### src/rtl/irq_pkg.sv
// Package: shared types for the external interrupt conditioner.
// Assumes a single-bit vector select between two sources.
package irq_pkg;
    typedef enum logic {
        SRC_EXT = 1'b0,
        SRC_SWI = 1'b1
    } irq_src_e;
endpackage

### src/rtl/irq_pin_sync.sv
// Module: synchronizes an asynchronous active-low pin and flags falling edges.
// Assumes the pin idles high; reset loads ones so no false edge appears.
module irq_pin_sync #(
    parameter int STAGES = 2
) (
    input  logic clk,
    input  logic rst_n,
    input  logic pin_n,
    output logic pin_sync,
    output logic fall_det
);
    logic [STAGES-1:0] chain_q;
    logic              prev_q;

    // Shift the raw pin through the synchronizer chain.
    always_ff @(posedge clk) begin
        if (!rst_n) chain_q <= '1;
        else        chain_q <= {chain_q[STAGES-2:0], pin_n};
    end

    // Hold the previous synchronized sample for edge detection.
    always_ff @(posedge clk) begin
        if (!rst_n) prev_q <= 1'b1;
        else        prev_q <= chain_q[STAGES-1];
    end

    assign pin_sync = chain_q[STAGES-1];
    assign fall_det = prev_q & ~chain_q[STAGES-1];
endmodule

### src/rtl/irq_req_latch.sv
// Module: a set/clear request latch. Set has priority over clear.
// Assumes set and clear are single-cycle synchronous strobes.
module irq_req_latch (
    input  logic clk,
    input  logic rst_n,
    input  logic set_i,
    input  logic clr_i,
    output logic pend_o
);
    // Hold the request until cleared; a same-cycle set is not lost.
    always_ff @(posedge clk) begin
        if (!rst_n)     pend_o <= 1'b0;
        else if (set_i) pend_o <= 1'b1;
        else if (clr_i) pend_o <= 1'b0;
    end
endmodule

### src/rtl/irq_boundary_arb.sv
// Module: decides at an instruction boundary whether to take an interrupt,
// picks the source (software first) and routes the vector-fetch clear back
// to the served source. Assumes one vec_fetch follows each take.
module irq_boundary_arb
    import irq_pkg::*;
(
    input  logic     clk,
    input  logic     rst_n,
    input  logic     insn_done,
    input  logic     mask_i,
    input  logic     swi_pend,
    input  logic     ext_req,
    input  logic     vec_fetch,
    output logic     take_o,
    output irq_src_e src_o,
    output logic     clr_ext,
    output logic     clr_swi
);
    logic     served_v_q;
    irq_src_e served_q;
    logic     ext_ok;

    // Combine the boundary, the mask and the priority into a take decision.
    always_comb begin
        ext_ok = ext_req & ~mask_i;
        take_o = insn_done & (swi_pend | ext_ok);
        src_o  = swi_pend ? SRC_SWI : SRC_EXT;
    end

    // Remember which source is being served until the vector fetch.
    always_ff @(posedge clk) begin
        if (!rst_n) begin
            served_v_q <= 1'b0;
            served_q   <= SRC_EXT;
        end else if (take_o) begin
            served_v_q <= 1'b1;
            served_q   <= src_o;
        end else if (vec_fetch) begin
            served_v_q <= 1'b0;
        end
    end

    assign clr_ext = vec_fetch & served_v_q & (served_q == SRC_EXT);
    assign clr_swi = vec_fetch & served_v_q & (served_q == SRC_SWI);
endmodule

### src/rtl/ext_irq_ctrl.sv
// Module: top of the external interrupt conditioner. Synchronizes the pin,
// latches falling edges, adds an optional low-level term and arbitrates with
// a software request at instruction boundaries.
// Assumes the mode option is stable while rst_n is low.
module ext_irq_ctrl
    import irq_pkg::*;
#(
    parameter int SYNC_STAGES = 2
) (
    input  logic clk,
    input  logic rst_n,
    input  logic irq_pin_n,
    input  logic level_mode_cfg,
    input  logic mask_i,
    input  logic insn_done,
    input  logic swi_strobe,
    input  logic vec_fetch,
    output logic irq_take,
    output logic irq_src
);
    logic     pin_sync, fall_det;
    logic     ext_latch, swi_pend, ext_req;
    logic     clr_ext, clr_swi;
    logic     mode_q;
    irq_src_e src_sel;

    // Capture the trigger mode only while reset is held.
    always_ff @(posedge clk) begin
        if (!rst_n) mode_q <= level_mode_cfg;
    end

    irq_pin_sync #(.STAGES(SYNC_STAGES)) u_sync (
        .clk(clk), .rst_n(rst_n), .pin_n(irq_pin_n),
        .pin_sync(pin_sync), .fall_det(fall_det)
    );

    irq_req_latch u_ext_latch (
        .clk(clk), .rst_n(rst_n), .set_i(fall_det),
        .clr_i(clr_ext), .pend_o(ext_latch)
    );

    irq_req_latch u_swi_latch (
        .clk(clk), .rst_n(rst_n), .set_i(swi_strobe),
        .clr_i(clr_swi), .pend_o(swi_pend)
    );

    // Merge the edge latch with the optional low-level term.
    always_comb ext_req = ext_latch | (mode_q & ~pin_sync);

    irq_boundary_arb u_arb (
        .clk(clk), .rst_n(rst_n), .insn_done(insn_done), .mask_i(mask_i),
        .swi_pend(swi_pend), .ext_req(ext_req), .vec_fetch(vec_fetch),
        .take_o(irq_take), .src_o(src_sel),
        .clr_ext(clr_ext), .clr_swi(clr_swi)
    );

    assign irq_src = src_sel;
endmodule

### config.mk
export PLATFORM = sky130hd
export DESIGN_NAME = ext_irq_ctrl
export DESIGN_NICKNAME = d
export VERILOG_FILES = /design/src/rtl/irq_pkg.sv /design/src/rtl/irq_pin_sync.sv /design/src/rtl/irq_req_latch.sv /design/src/rtl/irq_boundary_arb.sv /design/src/rtl/ext_irq_ctrl.sv
export SDC_FILE = /design/constraint.sdc
export NUM_CORES = 1
export LEC_CHECK = 0
export ABC_AREA = 1
export CAP_MARGIN = 15
export CORE_AREA = 3 3 40 42
export CTS_BUF_LIST = sky130_fd_sc_hd__clkbuf_2 sky130_fd_sc_hd__clkbuf_4 sky130_fd_sc_hd__clkbuf_8
export CTS_CLUSTER_SIZE = 20
export DETAILED_ROUTE_END_ITERATION = 10
export DIE_AREA = 0 0 43 45
export PLACE_DENSITY = 0.5
export SYNTH_ARGS = -nofsm -noshare
export SYNTH_HDL_FRONTEND = slang
export SYNTH_SLANG_ARGS = --single-unit
export TNS_END_PERCENT = 100
### constraint.sdc
create_clock -name clk -period 0.8 [get_ports clk]
set_input_delay 0.16 -clock clk [delete_from_list [all_inputs] [get_ports clk]]
set_output_delay 0.16 -clock clk [all_outputs]
set_load 0.005 [all_outputs]
# ---- After elaboration in Yosys (flattened, before gate mapping)
# Index checks and enable logic that the tools add are counted.
dict set report totals {
  elab_cells 29
  regBits 8
  output_inout_bits 2
}
dict set report op_classes {
  mux 7
  reduce_logical 3
  bitwise 12
}
# operator count
set op_table {}
lappend op_table {{bitwise AND 1 bit} 7}
lappend op_table {{two-way mux 1 bit} 7}
lappend op_table {{nonzero test 2 bit} 3}
lappend op_table {{NOT 1 bit} 3}
lappend op_table {{bitwise OR 1 bit} 2}

# ---- Logic depth before layout (Yosys ltp)
# Gate-level depths: netlist (run 1).
dict set report logic_depth {
  ltp_word 7
  ltp_mapped 7
  ltp_nobuf 7
}

# ---- Modules after synthesis
# From an unflattened synthesis (run 1), not the netlist that was laid out.
dict set report hier_totals {
  cells_unflattened 49
  hier_area_um2 356.6
}
# mod cells_per_inst seq_area_each_um2 instances area_each_um2
set modules_own_cells {}
lappend modules_own_cells {irq_boundary_arb 20 40.0 1 130.1}
lappend modules_own_cells {irq_pin_sync 11 60.1 1 90.1}
lappend modules_own_cells {irq_req_latch 6 20.0 2 43.8}
lappend modules_own_cells {ext_irq_ctrl 6 30.0 1 48.8}

# ---- Worst setup path before layout (run 1)
# OpenSTA, ideal clock, no wires.
dict set report synth_timing {
  kind {flip-flop to output port}
  startpoint {reg mode_q}
  endpoint {out irq_take}
  path_buffers 0
  arrival_time_ps 695
  stages_incl_launch_ff 7
  required_ps 640
  setup_slack_ps -55
  path_cell_list {edfxtp_1 > nand2_2 > nand2_2 > nand2_1 > nand2_1 > nand2_2 > inv_1}
}
dict set report synth_via {
  elab_chain_len 5
}
# item line_no
set synth_lines {}
lappend synth_lines {{start: declaration} ext_irq_ctrl.sv:24} ;# logic mode_q;
lappend synth_lines {{start signal: assignment} ext_irq_ctrl.sv:29} ;# if (!rst_n) mode_q <= level_mode_cfg;
lappend synth_lines {{bitwise AND 1 bit} ext_irq_ctrl.sv:48} ;# always_comb ext_req = ext_latch | (mode_q & ~pin_sync);
lappend synth_lines {{bitwise OR 1 bit} ext_irq_ctrl.sv:48}
lappend synth_lines {{bitwise AND 1 bit} irq_boundary_arb.sv:25} ;# ext_ok = ext_req & ~mask_i;
lappend synth_lines {{bitwise OR 1 bit} irq_boundary_arb.sv:26} ;# take_o = insn_done & (swi_pend | ext_ok);
lappend synth_lines {{bitwise AND 1 bit} irq_boundary_arb.sv:26}
lappend synth_lines {{end: declaration} ext_irq_ctrl.sv:18} ;# output logic irq_take,
# Every way passes these cells.

# ---- Worst setup path after layout (run 1)
# Ends and elaborated chain as after synthesis.

==> impl_metrics.ini, run 1 <==
[yosys]
ys_warn_count = 0
synthArstFlopShare = 0
yosysTopAreaCell = dfxtp_1
ys_seq_elements = 8
yosysSeqAreaShare = 0.560
syn_area_sq_um = 304
synthTopCellsByCount = dfxtp_1 (7), inv_1 (7), nand2_1 (5)
synthTopCellsByArea = dfxtp_1 (46%), edfxtp_1 (9.9%), inv_1 (8.6%), nand2_1 (6.2%), nand2_2 (6.2%)
synthesis.nets = 43
netlist_instances = 35
avgSynthCellArea_sq_um = 8.69
ys.flop_type = dfxtp_1
synth_cell_types = 13
synth_edf_count = 1
synth_top_area_frac = 0.461

[status]
status = finished with violations
failed_checks = negative setup slack

[worst_setup_path]
crit_family = flip-flops
cp-start-kind = register
crit_top_cell = nand2_2
critPathMaxFanout = 2
r2r-start = mode_q
path_buf_inv = 2
slowest_delay_ps = 380
worstSetupPathType = reg -> out
crit_arrival_ps = 1060
slowest_stage = edfxtp_1
startpoint = mode_q
end_kind = output port
worstPathRequired_ps = 640
worstPathCellList = nand2_2, nand2_2, nand2_1, nand2_1, nand2_2, inv_2, buf_6

[timing]
setup_violations = 4
rsz0062_at_grt = yes
final_max_slew_viol_count = 0
period_minus_slack_ps = 1220
fin_tns_setup_ps = -840
fin_ws_ps = -418
max_clock_freq_ghz = 0.821
layout_worst_path_cycle_share = 1.52
slew_headroom = 0.908
final_hold_viol_count = 0
worstMarginPinSlew_ps = 138
skew_ps = 4.30

[placed_design]
place.gp.congestion = 0.649
hpwl_um = 508
portBuffers = 9

[final_layout]
diodes = 0
finalNetCount = 64
drive_gt1_frac = 0.509
syn_to_final_growth_pct = 67.1

[global_routing]
overflow = 0
antenna_found_initial = 0
grt_first_pass_wirelength_um = 1080
grt_max_degree = 6
grt_pass1_vias = 309
track_usage = 0.0793

[clock_tree]
clkSinkCount = 8
cts_buffer_depth = 2
cts_tree = done
cts_max_level = 1
path_clk_slew_ps = 50
clock_latency_ps = 250
clock-root-buffer = clkbuf_4
cts_made_buffers = 3

[floorplan]
start_util = 0.237
die_y_um = 45
rows = 13
floorplan.die_area_sq_um = 1940
core_sq_um = 1280
num_io_pins = 10
die-width_um = 43

[drt]
vias = 262
drt-initial-drc-count = 5
viasPerCell = 3.74
drtPass1Iterations = 6
drc = 0
postRouteAntennaNets = 0
drt_wl_total_um = 646
wl_per_cell_um = 9.23

[pwr]
power.leakage_nw = 0.235
ir_drop_uv = 525
finalPower_mw = 0.944
power_density_nw_per_um2 = 1860

[job]
drv_cap = 0

[worst_hold_path]
holdCritStartpoint = rst_n
hold_class = in -> reg
registers in the layout (all words and copies together) (netlist names):
name / count
u_arb.served_q: 1
mode_q: 1
u_ext_latch.pend_o: 1
u_swi_latch.pend_o: 1
u_arb.served_v_q: 1
u_sync.chain_q: 2
u_sync.prev_q: 1
layer usage:
metal	global-route usage	up-vias	wire (um)
li1	-	148	-
met1	0.0728	108	282
met2	0.138	6	331
met3	0.0159	0	31
met4	0.0904	0	0
met5	0	-	0
final cells by class:
type / instances / area [sq um]
clock buffers: 4 / 30.0
fillers: 140 / 777
inverters: 8 / 30.0
multi-input cells: 19 / 114
flip-flops and latches: 8 / 173
well taps: 15 / 18.8
repair buffers: 16 / 143
timing repair:
item,in CTS,in global routing
endpoints found under the setup margin,7,6
buffers inserted,2,0
hold buffers,0,0
pin swaps,3,1
gates resized for setup,16,2
stage by stage:
step / hold WS, ps / util / cells / worst slack, ps / cell area [sq um]
floorplan: 229 / - / 35 / -48.2 / 304
global placement: 395 / 0.356 / 65 / -687 / 458
detailed placement: 413 / 0.356 / 65 / -699 / 458
CTS: 343 / 0.394 / 70 / -463 / 507
global route: 368 / 0.395 / 70 / -509 / 508
finish: 358 / 0.395 / 70 / -418 / 508
power by group:
part / switching, mW / total, mW / leakage (nW) / internal [mW]
Clock: 0.132 / 0.356 / 0.0184 / 0.224
Combinational: 0.0542 / 0.142 / 0.149 / 0.0874
Sequential: 0.0136 / 0.446 / 0.0682 / 0.433
Total: 0.200 / 0.944 / 0.235 / 0.744
path summary, 6_finish.rpt:
kind | endpoint | slack [ps] | cells after the start
setup reg to reg | u_arb.served_v_q | -130 | 7
hold reg to reg | u_sync.chain_q[1] | 430 | 1
setup / recovery | irq_take | -420 | 7
hold / removal | u_sync.prev_q | 360 | 3
worst min-delay path: cells and delay by family:
kind | cells | cell delay [ps]
and+or+nand+nor | 1 | 50
buffers and inverters | 2 | 350
placed cells by master, fill, tap and decap left out:
| cell | count |
|---|---|
| a21oi_2 | 2 |
| a22oi_2 | 1 |
| nand3_1 | 1 |
| clkdlybuf4s50_1 | 5 |
| nand2_1 | 5 |
| dfxtp_1 | 5 |
| inv_1 | 4 |
| dlygate4sd2_1 | 2 |
| dfxtp_2 | 2 |
| nor2_1 | 2 |
| inv_2 | 4 |
| buf_4 | 7 |
| or2_2 | 2 |
| nand4_1 | 1 |
| buf_6 | 2 |
| nand3_2 | 1 |
| edfxtp_1 | 1 |
| clkbuf_4 | 4 |
| nand2_2 | 3 |
| a21oi_1 | 1 |
kinds of logic after synthesis:
family                 count (synthesis)  share of synthesized area
AOI/OAI and AO/OA                      4                     0.0988
buffers and inverters                  8                     0.0988
DFF                                    8                      0.560
and+or+nand+nor                       15                      0.243
Power figures use the tool's default switching activity.
==> inputs of run 2 (changes only) <==
==> constraint.sdc (replaced) <==
create_clock -name clk -period 0.8 [get_ports clk]
set_input_delay 0.16 -clock clk [delete_from_list [all_inputs] [get_ports clk]]
set_output_delay 0.16 -clock clk [all_outputs]
set_load 0.1 [all_outputs]
==> impl_metrics.ini, run 2 (synthesis results as in run 1) <==
[status]
status = finished with violations
failed_checks = negative setup slack

[drt]
drtPass1Iterations = 1
postRouteAntennaNets = 0
drc = 0
vias = 281
drt_wl_total_um = 638
viasPerCell = 3.96
wl_per_cell_um = 8.99
drt-initial-drc-count = 0

[placed_design]
place.gp.congestion = 0.664
portBuffers = 9
place_inst = 65
hpwl_um = 441

[pwr]
ir_drop_uv = 765
power.leakage_nw = 0.248
power_density_nw_per_um2 = 1890

[clock_tree]
clock-root-buffer = clkbuf_4
cts_made_buffers = 3
path_clk_slew_ps = 60
cts_hold_buf = 0
clock_latency_ps = 260
cts_max_level = 1
clkSinkCount = 8
cts_buffer_depth = 2
cts_tree = done

[global_routing]
track_usage = 0.0778
antenna_found_initial = 0
grt_max_degree = 6
grt_pass1_vias = 280
grt_first_pass_wirelength_um = 1010
overflow = 0

[job]
drv_cap = 0

[final_layout]
regMostFlops = u_sync.chain_q
final_common_cell = buf_4
layout_common_cells = buf_4 (6), clkdlybuf4s50_1 (5)
largest_reg_flops = 2
utilization = 0.430
instances_no_fill = 71
drive_gt1_frac = 0.571
syn_to_final_growth_pct = 81.9
finalNetCount = 65
diodes = 0

[timing]
final_hold_viol_count = 0
fin_ws_ps = -567
layout_worst_path_cycle_share = 1.71
period_minus_slack_ps = 1370
skew_ps = 6.00
slew_headroom = 0.907
final_max_slew_viol_count = 0
setup_violations = 4
worstMarginPinSlew_ps = 139
max_clock_freq_ghz = 0.731
rsz0062_at_grt = yes

[worst_setup_path]
crit_arrival_ps = 1210
cp-start-kind = register
worstSetupPathType = reg -> out
worstPathRequired_ps = 640
critPathMaxFanout = 2
end_kind = output port

[worst_hold_path]
hold_class = in -> reg

[floorplan]
die_y_um = 45
num_io_pins = 10
start_util = 0.237
floorplan.die_area_sq_um = 1940
die-width_um = 43
core_sq_um = 1280
rows = 13
## run 2: changes by cell type in the layout (fill, tap and decap cells not counted), sizes merged
cell / before / now
buf: 9 / 10
clkinvlp: 0 / 1
dlygate4sd2: 2 / 1
dlymetal6s2s: 0 / 1
inv: 8 / 7
## run 2: path summary, 6_finish.rpt
kind                                   startpoint                end  slack, ps  cells after the start
worst max-delay path                       mode_q           irq_take       -570                      7
worst min-delay path                    vec_fetch   u_arb.served_v_q        240                      4
worst max register to register  u_sync.chain_q[1]     u_arb.served_q       -290                      9
worst min register to register  u_sync.chain_q[0]  u_sync.chain_q[1]        410                      1
## run 2: through the flow
step / instance area [sq um] / hold WS (ps) / total power, mW / worst slack (ps) / TNS (ps)
finish: 553 / 236 / 1.04 / -567 / -1360
global route: 553 / 248 / 1.10 / -638 / -1620
CTS: 579 / 336 / 1.07 / -594 / -1780
detailed placement: 485 / 400 / 0.656 / -492 / -2740
global placement: 485 / 395 / 0.656 / -479 / -2720
floorplan: 312 / 229 / 0.551 / -451 / -664
## run 2: cell type report
type	instances	area [sq um]
Clock buffer	4	30.0
Fill cell	136	732
Inverter	8	33.8
Multi-Input combinational cell	19	115
Sequential cell	8	176
Tap cell	15	18.8
Timing Repair Buffer	17	179
## run 2: worst max-delay path, cell delays in order (launching register included)
cell	delay, ps
edfxtp_1	380
nand2_2	70
nand2_2	40
nand2_1	60
nand2_1	60
nand2_2	80
clkinvlp_4	90
buf_12	170
## run 2: timing repair
item,4_1_cts,5_1_grt
pin swaps,4,3
endpoints found under the setup margin,7,7
buffers inserted,6,0
gates resized for setup,10,4
## run 2: metal layers
layer | share of wire | vias up | wire (um) | track usage
met4 | 0.033 | 0 | 21 | 0.0904
met2 | 0.51 | 8 | 324 | 0.123
met3 | 0.036 | 2 | 23 | 0.0239
met5 | 0 | - | 0 | 0
li1 | - | 148 | - | -
met1 | 0.42 | 123 | 269 | 0.0758
## run 2: report_power, final
group | leakage [nW] | total [mW] | switching (mW) | internal [mW]
Clock | 0.0184 | 0.375 | 0.150 | 0.225
Combinational | 0.162 | 0.224 | 0.112 | 0.112
Sequential | 0.0681 | 0.444 | 0.0125 | 0.431
